[config.mk]
export PLATFORM = sky130hd
export DESIGN_NAME = cd_sector_aligner
export DESIGN_NICKNAME = d
export VERILOG_FILES = /design/src/rtl/cdsa_pkg.sv /design/src/rtl/cdsa_sync_window.sv /design/src/rtl/cdsa_tracker.sv /design/src/rtl/cdsa_descrambler.sv /design/src/rtl/cdsa_header_sniffer.sv /design/src/rtl/cd_sector_aligner.sv
export SDC_FILE = /design/constraint.sdc
export NUM_CORES = 1
export LEC_CHECK = 0
export ABC_AREA = 0
export BUFFER_PORTS_ARGS = -buffer_cell sky130_fd_sc_hd__buf_2
export CAP_MARGIN = 25
export CORE_ASPECT_RATIO = 1.2
export CORE_MARGIN = 10
export CORE_UTILIZATION = 55
export CTS_CLUSTER_DIAMETER = 30
export DETAILED_ROUTE_END_ITERATION = 7
export GPL_ROUTABILITY_DRIVEN = 0
export PLACE_DENSITY_LB_ADDON = 0.15
export SLEW_MARGIN = 20
export SYNTH_ARGS = -nofsm -noshare
export SYNTH_HDL_FRONTEND = slang
export SYNTH_SLANG_ARGS = --single-unit
[constraint.sdc]
create_clock -name clk -period 2.1 [get_ports clk]
set_input_delay 0.21 -clock clk [delete_from_list [all_inputs] [get_ports clk]]
set_output_delay 0.21 -clock clk [all_outputs]
set_load 0.03 [all_outputs]
[src/rtl/cdsa_pkg.sv]
// Shared constants and helper functions for the CD-ROM sector aligner.
// Assumes a raw sector of SECTOR_LEN bytes beginning with a SYNC_LEN-byte sync field.
package cdsa_pkg;
    localparam int SECTOR_LEN = 2352;
    localparam int SYNC_LEN   = 12;
    localparam int MODE_POS   = 15;
    localparam int SUBHDR_POS = 18;
    localparam int FORM_BIT   = 5;
    localparam int DATA_START = 16;
    localparam int POS_W      = $clog2(SECTOR_LEN);
    localparam int LFSR_W     = 15;
    localparam logic [LFSR_W-1:0] LFSR_SEED = 15'h0001;

    typedef logic [POS_W-1:0] pos_t;

    // Expected value of sync byte k (0 = first byte of the field).
    function automatic logic [7:0] sync_byte(input int k);
        return (k == 0 || k == SYNC_LEN - 1) ? 8'h00 : 8'hFF;
    endfunction

    // One byte of keystream, LSB first, from LFSR state s.
    function automatic logic [7:0] lfsr_byte(input logic [LFSR_W-1:0] s);
        logic [LFSR_W-1:0] r;
        logic [7:0] b;
        r = s;
        for (int i = 0; i < 8; i++) begin
            b[i] = r[0];
            r = {r[0] ^ r[1], r[LFSR_W-1:1]};
        end
        return b;
    endfunction

    // LFSR state after eight shifts.
    function automatic logic [LFSR_W-1:0] lfsr_step8(input logic [LFSR_W-1:0] s);
        logic [LFSR_W-1:0] r;
        r = s;
        for (int i = 0; i < 8; i++) r = {r[0] ^ r[1], r[LFSR_W-1:1]};
        return r;
    endfunction
endpackage

[src/rtl/cdsa_sync_window.sv]
// Sliding window over the last SYNC_LEN accepted bytes. It flags a match when the
// current byte completes the sync pattern. Assumes in_byte is only meaningful when in_valid is high.
module cdsa_sync_window
    import cdsa_pkg::*;
(
    input  logic       clk,
    input  logic       rst_n,
    input  logic       in_valid,
    input  logic [7:0] in_byte,
    output logic       match
);
    localparam int HIST_BYTES = SYNC_LEN - 1;

    logic [HIST_BYTES*8-1:0] hist;   // newest byte in the low bits
    logic [HIST_BYTES-1:0]   ok;

    // Shift each accepted byte into the history.
    always_ff @(posedge clk) begin
        if (!rst_n) hist <= '0;
        else if (in_valid) hist <= {hist[HIST_BYTES*8-9:0], in_byte};
    end

    // Compare each stored byte against its place in the pattern.
    genvar k;
    generate
        for (k = 0; k < HIST_BYTES; k++) begin : g_cmp
            assign ok[k] = (hist[8*(HIST_BYTES-k)-1 -: 8] == sync_byte(k));
        end
    endgenerate

    // Match when the history and the current byte complete the pattern.
    always_comb match = in_valid && (&ok) && (in_byte == sync_byte(SYNC_LEN - 1));
endmodule

[src/rtl/cdsa_tracker.sv]
// Lock state machine and byte position counter with flywheel sync insertion.
// Assumes match comes from cdsa_sync_window for the same byte.
module cdsa_tracker
    import cdsa_pkg::*;
#(
    parameter int MISS_LIMIT = 3
) (
    input  logic clk,
    input  logic rst_n,
    input  logic in_valid,
    input  logic match,
    output logic locked,
    output pos_t pos,
    output logic emit,
    output logic seed,
    output logic last,
    output logic ins
);
    localparam int   MISS_W     = $clog2(MISS_LIMIT + 1);
    localparam pos_t P_SYNC_END = pos_t'(SYNC_LEN - 1);
    localparam pos_t P_FIRST    = pos_t'(SYNC_LEN);
    localparam pos_t P_LAST     = pos_t'(SECTOR_LEN - 1);

    logic [MISS_W-1:0] miss;

    // Decode the position of the current byte into payload strobes.
    always_comb begin
        emit = in_valid && locked && (pos >= P_FIRST);
        seed = emit && (pos == P_FIRST);
        last = emit && (pos == P_LAST);
    end

    // Search, lock, flywheel insertion and loss of lock.
    always_ff @(posedge clk) begin
        if (!rst_n) begin
            locked <= 1'b0;
            pos    <= '0;
            miss   <= '0;
            ins    <= 1'b0;
        end else if (in_valid) begin
            if (!locked) begin
                if (match) begin
                    locked <= 1'b1;
                    pos    <= P_FIRST;
                    miss   <= '0;
                    ins    <= 1'b0;
                end
            end else if (pos == P_SYNC_END) begin
                if (match) begin
                    miss <= '0;
                    ins  <= 1'b0;
                    pos  <= P_FIRST;
                end else if (miss == MISS_W'(MISS_LIMIT - 1)) begin
                    locked <= 1'b0;
                    miss   <= '0;
                    pos    <= '0;
                end else begin
                    miss <= miss + 1'b1;
                    ins  <= 1'b1;
                    pos  <= P_FIRST;
                end
            end else if (pos == P_LAST) begin
                pos <= '0;
            end else begin
                pos <= pos + 1'b1;
            end
        end
    end

    AST_POS_RANGE: assert property (@(posedge clk) disable iff (!rst_n) pos <= P_LAST);
    AST_MISS_BOUND: assert property (@(posedge clk) disable iff (!rst_n) miss < MISS_W'(MISS_LIMIT));
    AST_INS_ON_GRID: assert property (@(posedge clk) disable iff (!rst_n) $rose(ins) |-> (pos == P_FIRST && locked));
endmodule

[src/rtl/cdsa_descrambler.sv]
// Keystream generator for the payload bytes. It reloads the seed on the first payload
// byte and advances one byte per emitted byte. Assumes seed is only high when step is high.
module cdsa_descrambler
    import cdsa_pkg::*;
(
    input  logic       clk,
    input  logic       rst_n,
    input  logic       step,
    input  logic       seed,
    output logic [7:0] ks
);
    logic [LFSR_W-1:0] state;
    logic [LFSR_W-1:0] base;

    // Use the seed for the first byte, otherwise the running state.
    always_comb begin
        base = seed ? LFSR_SEED : state;
        ks   = lfsr_byte(base);
    end

    // Advance the LFSR by one byte per payload byte.
    always_ff @(posedge clk) begin
        if (!rst_n) state <= LFSR_SEED;
        else if (step) state <= lfsr_step8(base);
    end

    AST_LFSR_LIVE: assert property (@(posedge clk) disable iff (!rst_n) state != '0);
endmodule

[src/rtl/cdsa_header_sniffer.sv]
// Captures the mode byte and subheader form bit and tracks an all-zero data area.
// It gives the sector classification on the last payload byte. Assumes db is already descrambled.
module cdsa_header_sniffer
    import cdsa_pkg::*;
(
    input  logic       clk,
    input  logic       rst_n,
    input  logic       emit,
    input  pos_t       pos,
    input  logic [7:0] db,
    output logic [1:0] mode_code,
    output logic       form,
    output logic       link
);
    logic [7:0] mode_q;
    logic       form_q;
    logic       zero_q;

    // Record header fields and the running all-zero flag.
    always_ff @(posedge clk) begin
        if (!rst_n) begin
            mode_q <= '0;
            form_q <= 1'b0;
            zero_q <= 1'b0;
        end else if (emit) begin
            if (pos == pos_t'(MODE_POS))   mode_q <= db;
            if (pos == pos_t'(SUBHDR_POS)) form_q <= db[FORM_BIT];
            if (pos == pos_t'(DATA_START)) zero_q <= (db == 8'h00);
            else if (pos > pos_t'(DATA_START)) zero_q <= zero_q && (db == 8'h00);
        end
    end

    // Classification, including the current (last) data byte.
    always_comb begin
        mode_code = (mode_q > 8'd2) ? 2'd3 : mode_q[1:0];
        form      = (mode_q == 8'd2) && form_q;
        link      = (mode_q == 8'd0) && zero_q && (db == 8'h00);
    end
endmodule

[src/rtl/cd_sector_aligner.sv]
// Top level: sync search with flywheel, payload descrambling, and per-sector classification.
// Every output is registered, and a payload byte appears one cycle after it is accepted.
module cd_sector_aligner
    import cdsa_pkg::*;
#(
    parameter int MISS_LIMIT = 3
) (
    input  logic       clk,
    input  logic       rst_n,
    input  logic       in_valid,
    input  logic [7:0] in_byte,
    output logic       out_valid,
    output logic [7:0] out_byte,
    output logic       out_sos,
    output logic       locked,
    output logic       stat_valid,
    output logic [1:0] sec_mode,
    output logic       sec_form,
    output logic       sec_link,
    output logic       sec_ins
);
    logic       match, emit, seed, last, ins;
    pos_t       pos;
    logic [7:0] ks, db;
    logic [1:0] mode_code;
    logic       form, link;

    cdsa_sync_window u_win (
        .clk(clk), .rst_n(rst_n), .in_valid(in_valid), .in_byte(in_byte), .match(match)
    );

    cdsa_tracker #(.MISS_LIMIT(MISS_LIMIT)) u_trk (
        .clk(clk), .rst_n(rst_n), .in_valid(in_valid), .match(match),
        .locked(locked), .pos(pos), .emit(emit), .seed(seed), .last(last), .ins(ins)
    );

    cdsa_descrambler u_dsc (
        .clk(clk), .rst_n(rst_n), .step(emit), .seed(seed), .ks(ks)
    );

    always_comb db = in_byte ^ ks;

    cdsa_header_sniffer u_hdr (
        .clk(clk), .rst_n(rst_n), .emit(emit), .pos(pos), .db(db),
        .mode_code(mode_code), .form(form), .link(link)
    );

    // Register the payload stream and the per-sector status.
    always_ff @(posedge clk) begin
        if (!rst_n) begin
            out_valid  <= 1'b0;
            out_byte   <= '0;
            out_sos    <= 1'b0;
            stat_valid <= 1'b0;
            sec_mode   <= '0;
            sec_form   <= 1'b0;
            sec_link   <= 1'b0;
            sec_ins    <= 1'b0;
        end else begin
            out_valid  <= emit;
            out_byte   <= emit ? db : 8'h00;
            out_sos    <= seed;
            stat_valid <= last;
            if (last) begin
                sec_mode <= mode_code;
                sec_form <= form;
                sec_link <= link;
                sec_ins  <= ins;
            end
        end
    end

    AST_SOS_IS_DATA: assert property (@(posedge clk) disable iff (!rst_n) out_sos |-> out_valid);
    AST_NO_DATA_UNLOCKED: assert property (@(posedge clk) disable iff (!rst_n) out_valid |-> locked);
    AST_STAT_IS_DATA: assert property (@(posedge clk) disable iff (!rst_n) stat_valid |-> (out_valid && !out_sos));
    AST_FORM_NEEDS_MODE2: assert property (@(posedge clk) disable iff (!rst_n) (stat_valid && sec_form) |-> sec_mode == 2'd2);
    AST_LINK_NEEDS_MODE0: assert property (@(posedge clk) disable iff (!rst_n) (stat_valid && sec_link) |-> sec_mode == 2'd0);
endmodule

# Word-level counts from Yosys, hierarchy flattened
# Index checks and enable logic that the tools add are counted.
# W data, S select, Z words.
# totals
register_bits	145
input_bits	11
output_inout_bits	17
elab_cells	100
# classes
bitwise	9
n_eq_ne	20
add_sub_neg	2
n_mux	25
n_reduce_logical	24
order_cmp	3
# op_table
operator	n
$eq A8 B8 Y1 const B	10
$mux W12	5
$eq A12 B4 Y1 const B	3
$logic_not A8 Y1	4
$eq A12 B5 Y1 const B	2
$mux W15	1
$add A12 B1 Y12 const B	1
$eq A12 B12 Y1 const B	1
$ge A12 B4 Y1 const B	1
$gt A12 B5 Y1 const B	1
$mux W1	12
$mux W2	6
$reduce_and A11 Y1	1
$logic_and A1 B1 Y1	10
$reduce_and A2 Y1	5
$eq A8 B2 Y1 const B	1
$gt A8 B2 Y1 const B	1
$xor A1 B1 Y1	8
$xor A8 B8 Y8	1
$mux W4	1
$reduce_and A4 Y1	1
$reduce_bool A2 Y1	2
$ne A3 B3 Y1 const B	1
$reduce_and A3 Y1	1
other kinds (3)	3

# Logic depth before layout (Yosys ltp)
# logic_depth
depth_word	9
depth_mapped	9

# Modules after synthesis
# Synthesis repeated with hierarchy kept, for this count alone.
# hier_totals
cells_unflattened	632
area_unflattened_um2	6412.4
# modules_own_cells
mod	area_each_um2	n_inst	cells_per_inst
cdsa_sync_window	3527.1	1	318
cdsa_tracker	1037.2	1	131
cdsa_descrambler	782.0	1	82
cd_sector_aligner	551.8	1	47
cdsa_header_sniffer	514.2	1	54

# Worst setup path after synthesis
# No wires, ideal clock.
# synth_timing
path_type	reg-to-reg
start	reg u_trk.pos[6]
end	reg u_trk.ins
t_arrival_ns	2.229
setup_slack_ns	-0.199
setup_time_ns	0.071
path_stages_with_launch	7
period_less_slack_ns	2.299
cell_sequence	dfxtp_1 or4_1 buf_2 or3_4 or2_4 or4_1 a21oi_1
# synth_between
elab_chain_len	3
# synth_lines
element	line	text
start: declaration	cdsa_tracker.sv:13	output pos_t pos,
start signal: assignment	cdsa_tracker.sv:65	pos <= pos + 1'b1;
$eq A12 B4 Y1 (*)	cdsa_tracker.sv:48	end else if (pos == P_SYNC_END) begin
$ne A3 B3 Y1 (no line) / $ne A2 B2 Y1 (equally long branches)	-	
$reduce_and A4 Y1 (no line) (*)	-	
end signal: assignment	cdsa_tracker.sv:46	ins <= 1'b0;
end signal: assignment	cdsa_tracker.sv:51	ins <= 1'b0;
end signal: assignment	cdsa_tracker.sv:59	ins <= 1'b1;
end: declaration	cdsa_tracker.sv:17	output logic ins
# Every way passes the cells marked *; elsewhere a longest branch is shown, timed or not.
# A chain may end at the register's enable or synchronous reset.

# Worst setup path in the final report
# layout_timing
start	reg u_trk.pos[9]
end	reg u_dsc.state[8]
# layout_between
elab_chain_len	5
# layout_lines
element	line	text
$ge A12 B4 Y1	cdsa_tracker.sv:28	emit = in_valid && locked && (pos >= P_FIRST);
$logic_and A1 B1 Y1	cdsa_tracker.sv:28	
$logic_and A1 B1 Y1	cdsa_tracker.sv:29	seed = emit && (pos == P_FIRST);
$mux W15	cdsa_descrambler.sv:17	base = seed ? LFSR_SEED : state;
$xor A1 B1 Y1	-	
end signal: assignment	cdsa_descrambler.sv:24	else if (step) state <= lfsr_step8(base);
end: declaration	cdsa_descrambler.sv:12	logic [LFSR_W-1:0] state;
# Parallel ways exist; a longest one is shown, timed or not.

==> impl_metrics.csv <==
group,metric,value,unit
run_status,run_status,"finished, violations left",
run_status,failed_checks,"setup timing",
floorplan,rows,42,
sta,tightestPinTransition,0.6278,ns
power,cellPowerDensity,762.0,nW/µm²
detailed_routing,detail_route.iter0.violations,395,
detailed_routing,wl,16290,µm
synthesis,synth.largest_area_cell,"sky130_fd_sc_hd__dfxtp_1",
worst_setup_path,timing_worst_setup_path_type,"reg2reg",
sta,setup_slack,-0.1606,ns
synthesis,synth.ff_latch_count,145,
synthesis,yosys-top-cells-count,"sky130_fd_sc_hd__dfxtp_1 (145), sky130_fd_sc_hd__nor2_1 (128), sky130_fd_sc_hd__mux2i_1 (89), sky130_fd_sc_hd__nand2_1 (42), sky130_fd_sc_hd__clkbuf_1 (35)",
global_routing,grtUsageTotal,19.81,%
global_routing,grt_antenna_before_repair,0,
synthesis,synthTopCellsByArea,"sky130_fd_sc_hd__dfxtp_1 (48%), sky130_fd_sc_hd__mux2i_1 (15%), sky130_fd_sc_hd__nor2_1 (7.9%)",
sta,final_hold_viol_count,0,
cts,cts-root-buf,"sky130_fd_sc_hd__clkbuf_16",
synthesis,synth_enable_flop_cells,0,
synthesis,synth_most_common_cell,"sky130_fd_sc_hd__dfxtp_1",
worst_setup_path,startpoint,"u_trk.pos[9]$_SDFFE_PN0P_",
synthesis,ys_types,49,
worst_setup_path,cp.required,2.39,ns
sta,period_share,107.6,%
detailed_routing,routed_len_inst,18.31,µm
floorplan,num_io_pins,28,
place,port-buffer-count,27,
synthesis,dominantRegCellSynth,"sky130_fd_sc_hd__dfxtp_1",
synthesis,yosys.area.top_type_share,47.67,%
detailed_routing,antenna_violating_nets_post_route,0,
floorplan,chipWidth,116.1,µm
detailed_routing,routed-via-count,5246,
sta,fin_skew,0.008357,ns
detailed_routing,drt_drc_violations_left,0,
layout,flow.area_growth_from_synthesis,34.37,%
synthesis,synth_seq_area_share,47.67,%
layout,num-fill-cells,738,
cts,cts_inserted_buffers,17,
sta,worst_slew_margin_rel,58.15,%
worst_setup_path,critPathMaxFanout,5,
hold_path,min-delay-path-class,"in2reg",
detailed_routing,drt_pass1_iterations,4,
floorplan,die_y,135.3,µm
synthesis,synth-async-reset-ratio,0,%
layout,nets,759,
synthesis,netlist_area,6090,µm²
floorplan,starting_density,55.71,%
global_routing,global_route_wire_length_before_repair,24830,µm
worst_setup_path,crit_path_start_kind,"register",
worst_setup_path,launch_instance_of_the_worst_register_to_register_path,"u_trk.pos[9]$_SDFFE_PN0P_",
layout,final_layout_size_suffix_gt1_share,30.74,%
sta,maxClockFrequency,0.4424,GHz
synthesis,syn_inst,669,
cts,clkTransAtPathRegs,0.06,ns
global_routing,first_global_vias,5017,
floorplan,coreArea,10930,µm²
cts,tritoncts_clock_tree,"built",
sta,setup_tns,-3.437,ns
hold_path,min_from,"rst_n",
place,dpl.hpwl,9437,µm
sta,final_max_slew_viol_count,0,
global_routing,grt_start_max_net_pins,105,
worst_setup_path,critical_path.endpoint_type,"register",
layout,final_core_util,74.86,%
cts,clock_latency,0.42,ns
power,p_leak,3.282,nW
worst_setup_path,timing.critical_path.arrival,2.56,ns
sta,grt_setup_unrepaired,"yes",
layout,diodes,0,
global_routing,gr-total-overflow,0,
synthesis,postSynthNetCount,683,
detailed_routing,post_drt_via_cell_ratio,5.894,
floorplan,dieArea,15700,µm²
cts,clock_path_buffers,2,
power,vdd_ir_drop_max,0.6436,mV
flow_run,maxCapViolations,0,
cts,cts_num_sinks,145,
cts,cts-htree-levels,4,
sta,final_min_period,2.261,ns
sta,finalSetupViolCount,44,
synthesis,synthesis.yosys.warnings,0,
synthesis,synth_area_per_cell,9.103,µm²
cell usage in the layout (no fill, tap or decap), types with 8 or more instances in the layout:
cell,n
sky130_fd_sc_hd__nor2_1,127
sky130_fd_sc_hd__nand3_1,20
sky130_fd_sc_hd__buf_4,58
sky130_fd_sc_hd__xnor2_1,8
sky130_fd_sc_hd__a21oi_2,13
sky130_fd_sc_hd__a21oi_1,8
sky130_fd_sc_hd__mux2i_1,89
sky130_fd_sc_hd__nand2_1,25
sky130_fd_sc_hd__buf_6,10
sky130_fd_sc_hd__nand4b_1,9
sky130_fd_sc_hd__clkbuf_16,18
sky130_fd_sc_hd__nand2_2,9
sky130_fd_sc_hd__buf_2,26
sky130_fd_sc_hd__nand2_4,8
sky130_fd_sc_hd__dfxtp_1,139
sky130_fd_sc_hd__nand4_1,20
sky130_fd_sc_hd__and3_1,8
flip-flops by register name, indices dropped and copies added, names as in the netlist, 2 cells and up:
name          cells
u_win.hist       88
u_dsc.state      15
u_trk.pos        12
out_byte          8
u_hdr.mode_q      8
sec_mode          2
u_trk.miss        2
worst paths after layout:
check | end | slack (ns) | cells after the start
worst max-delay path | u_dsc.state[8]$_SDFFE_PN0P_ | -0.16 | 10
worst min-delay path | u_dsc.state[0]$_SDFFE_PN1P_ | 0.09 | 2
worst max register to register | u_dsc.state[8]$_SDFFE_PN0P_ | -0.16 | 10
worst min register to register | sec_ins$_SDFFE_PN0P_ | 0.45 | 2
area by class of cell:
cell class / count / area [µm²] / area share [%]
Inverter: 6 / 23.77 / 0.2905
Tap cell: 132 / 165.2 / 2.018
Clock inverter: 9 / 153.9 / 1.881
Clock buffer: 23 / 478.0 / 5.841
Sequential cell: 145 / 2910 / 35.57
Timing Repair Buffer: 105 / 913.4 / 11.16
Multi-Input combinational cell: 470 / 3538 / 43.24
metrics by stage:
step	cell area, µm²	hold slack, ns	instances	setup WS, ns	total power, mW
after floorplan	6187	0.3577	669	-0.1099	2.989
after global placement	6738	0.4411	831	-0.1653	3.047
after detailed placement	6738	0.4446	831	-0.1849	3.050
after CTS	7740	0.08910	880	-0.1292	6.226
after global routing	8183	0.09768	890	-0.2563	6.383
final	8183	0.08765	890	-0.1606	6.235
critical path, stage by stage, from the launching register on:
cell                      delay (ns)
sky130_fd_sc_hd__dfxtp_2        0.32
sky130_fd_sc_hd__or4_4          0.54
sky130_fd_sc_hd__buf_6          0.16
sky130_fd_sc_hd__buf_6          0.12
sky130_fd_sc_hd__o41ai_4        0.35
sky130_fd_sc_hd__buf_4          0.20
sky130_fd_sc_hd__buf_12         0.12
sky130_fd_sc_hd__buf_16         0.12
sky130_fd_sc_hd__nor3_1         0.05
sky130_fd_sc_hd__a21oi_1        0.11
sky130_fd_sc_hd__nor2_1         0.05
kinds of logic (layout without fill, tap and decap cells):
kind of cell	Yosys count	in the layout	synth area share (%)
DFF	145	145	47.67
adders and majority gates	3	3	0.6165
AOI/OAI and AO/OA	71	71	7.828
and+or+nand+nor	284	285	22.52
buffers and inverters	55	143	3.534
muxes	90	90	14.81
xor gates and xnor gates	21	21	3.020
per-layer routing:
layer	vias up	global-route usage [%]	wire length, µm
met5	-	0	0
met4	0	9.680	505
met3	43	4.610	817
met2	155	34.60	8532
met1	2555	21.99	6438
li1	2493	-	-
repair_timing:
item,in CTS,in global routing
setup buffers,11,14
endpoints found under the setup margin,52,51
pin swaps,24,34
hold buffers,0,0
gates cloned,6,1
gates resized for setup,47,84
power by group:
part | switching [mW] | total (mW) | internal, mW | leakage, nW
Combinational | 0.138 | 0.220 | 0.0818 | 1.81
Sequential | 0.0169 | 2.79 | 2.77 | 1.17
Clock | 1.15 | 3.23 | 2.08 | 0.303
Total | 1.30 | 6.24 | 4.93 | 3.28
Note: power is estimated with default switching activity, not from simulation.
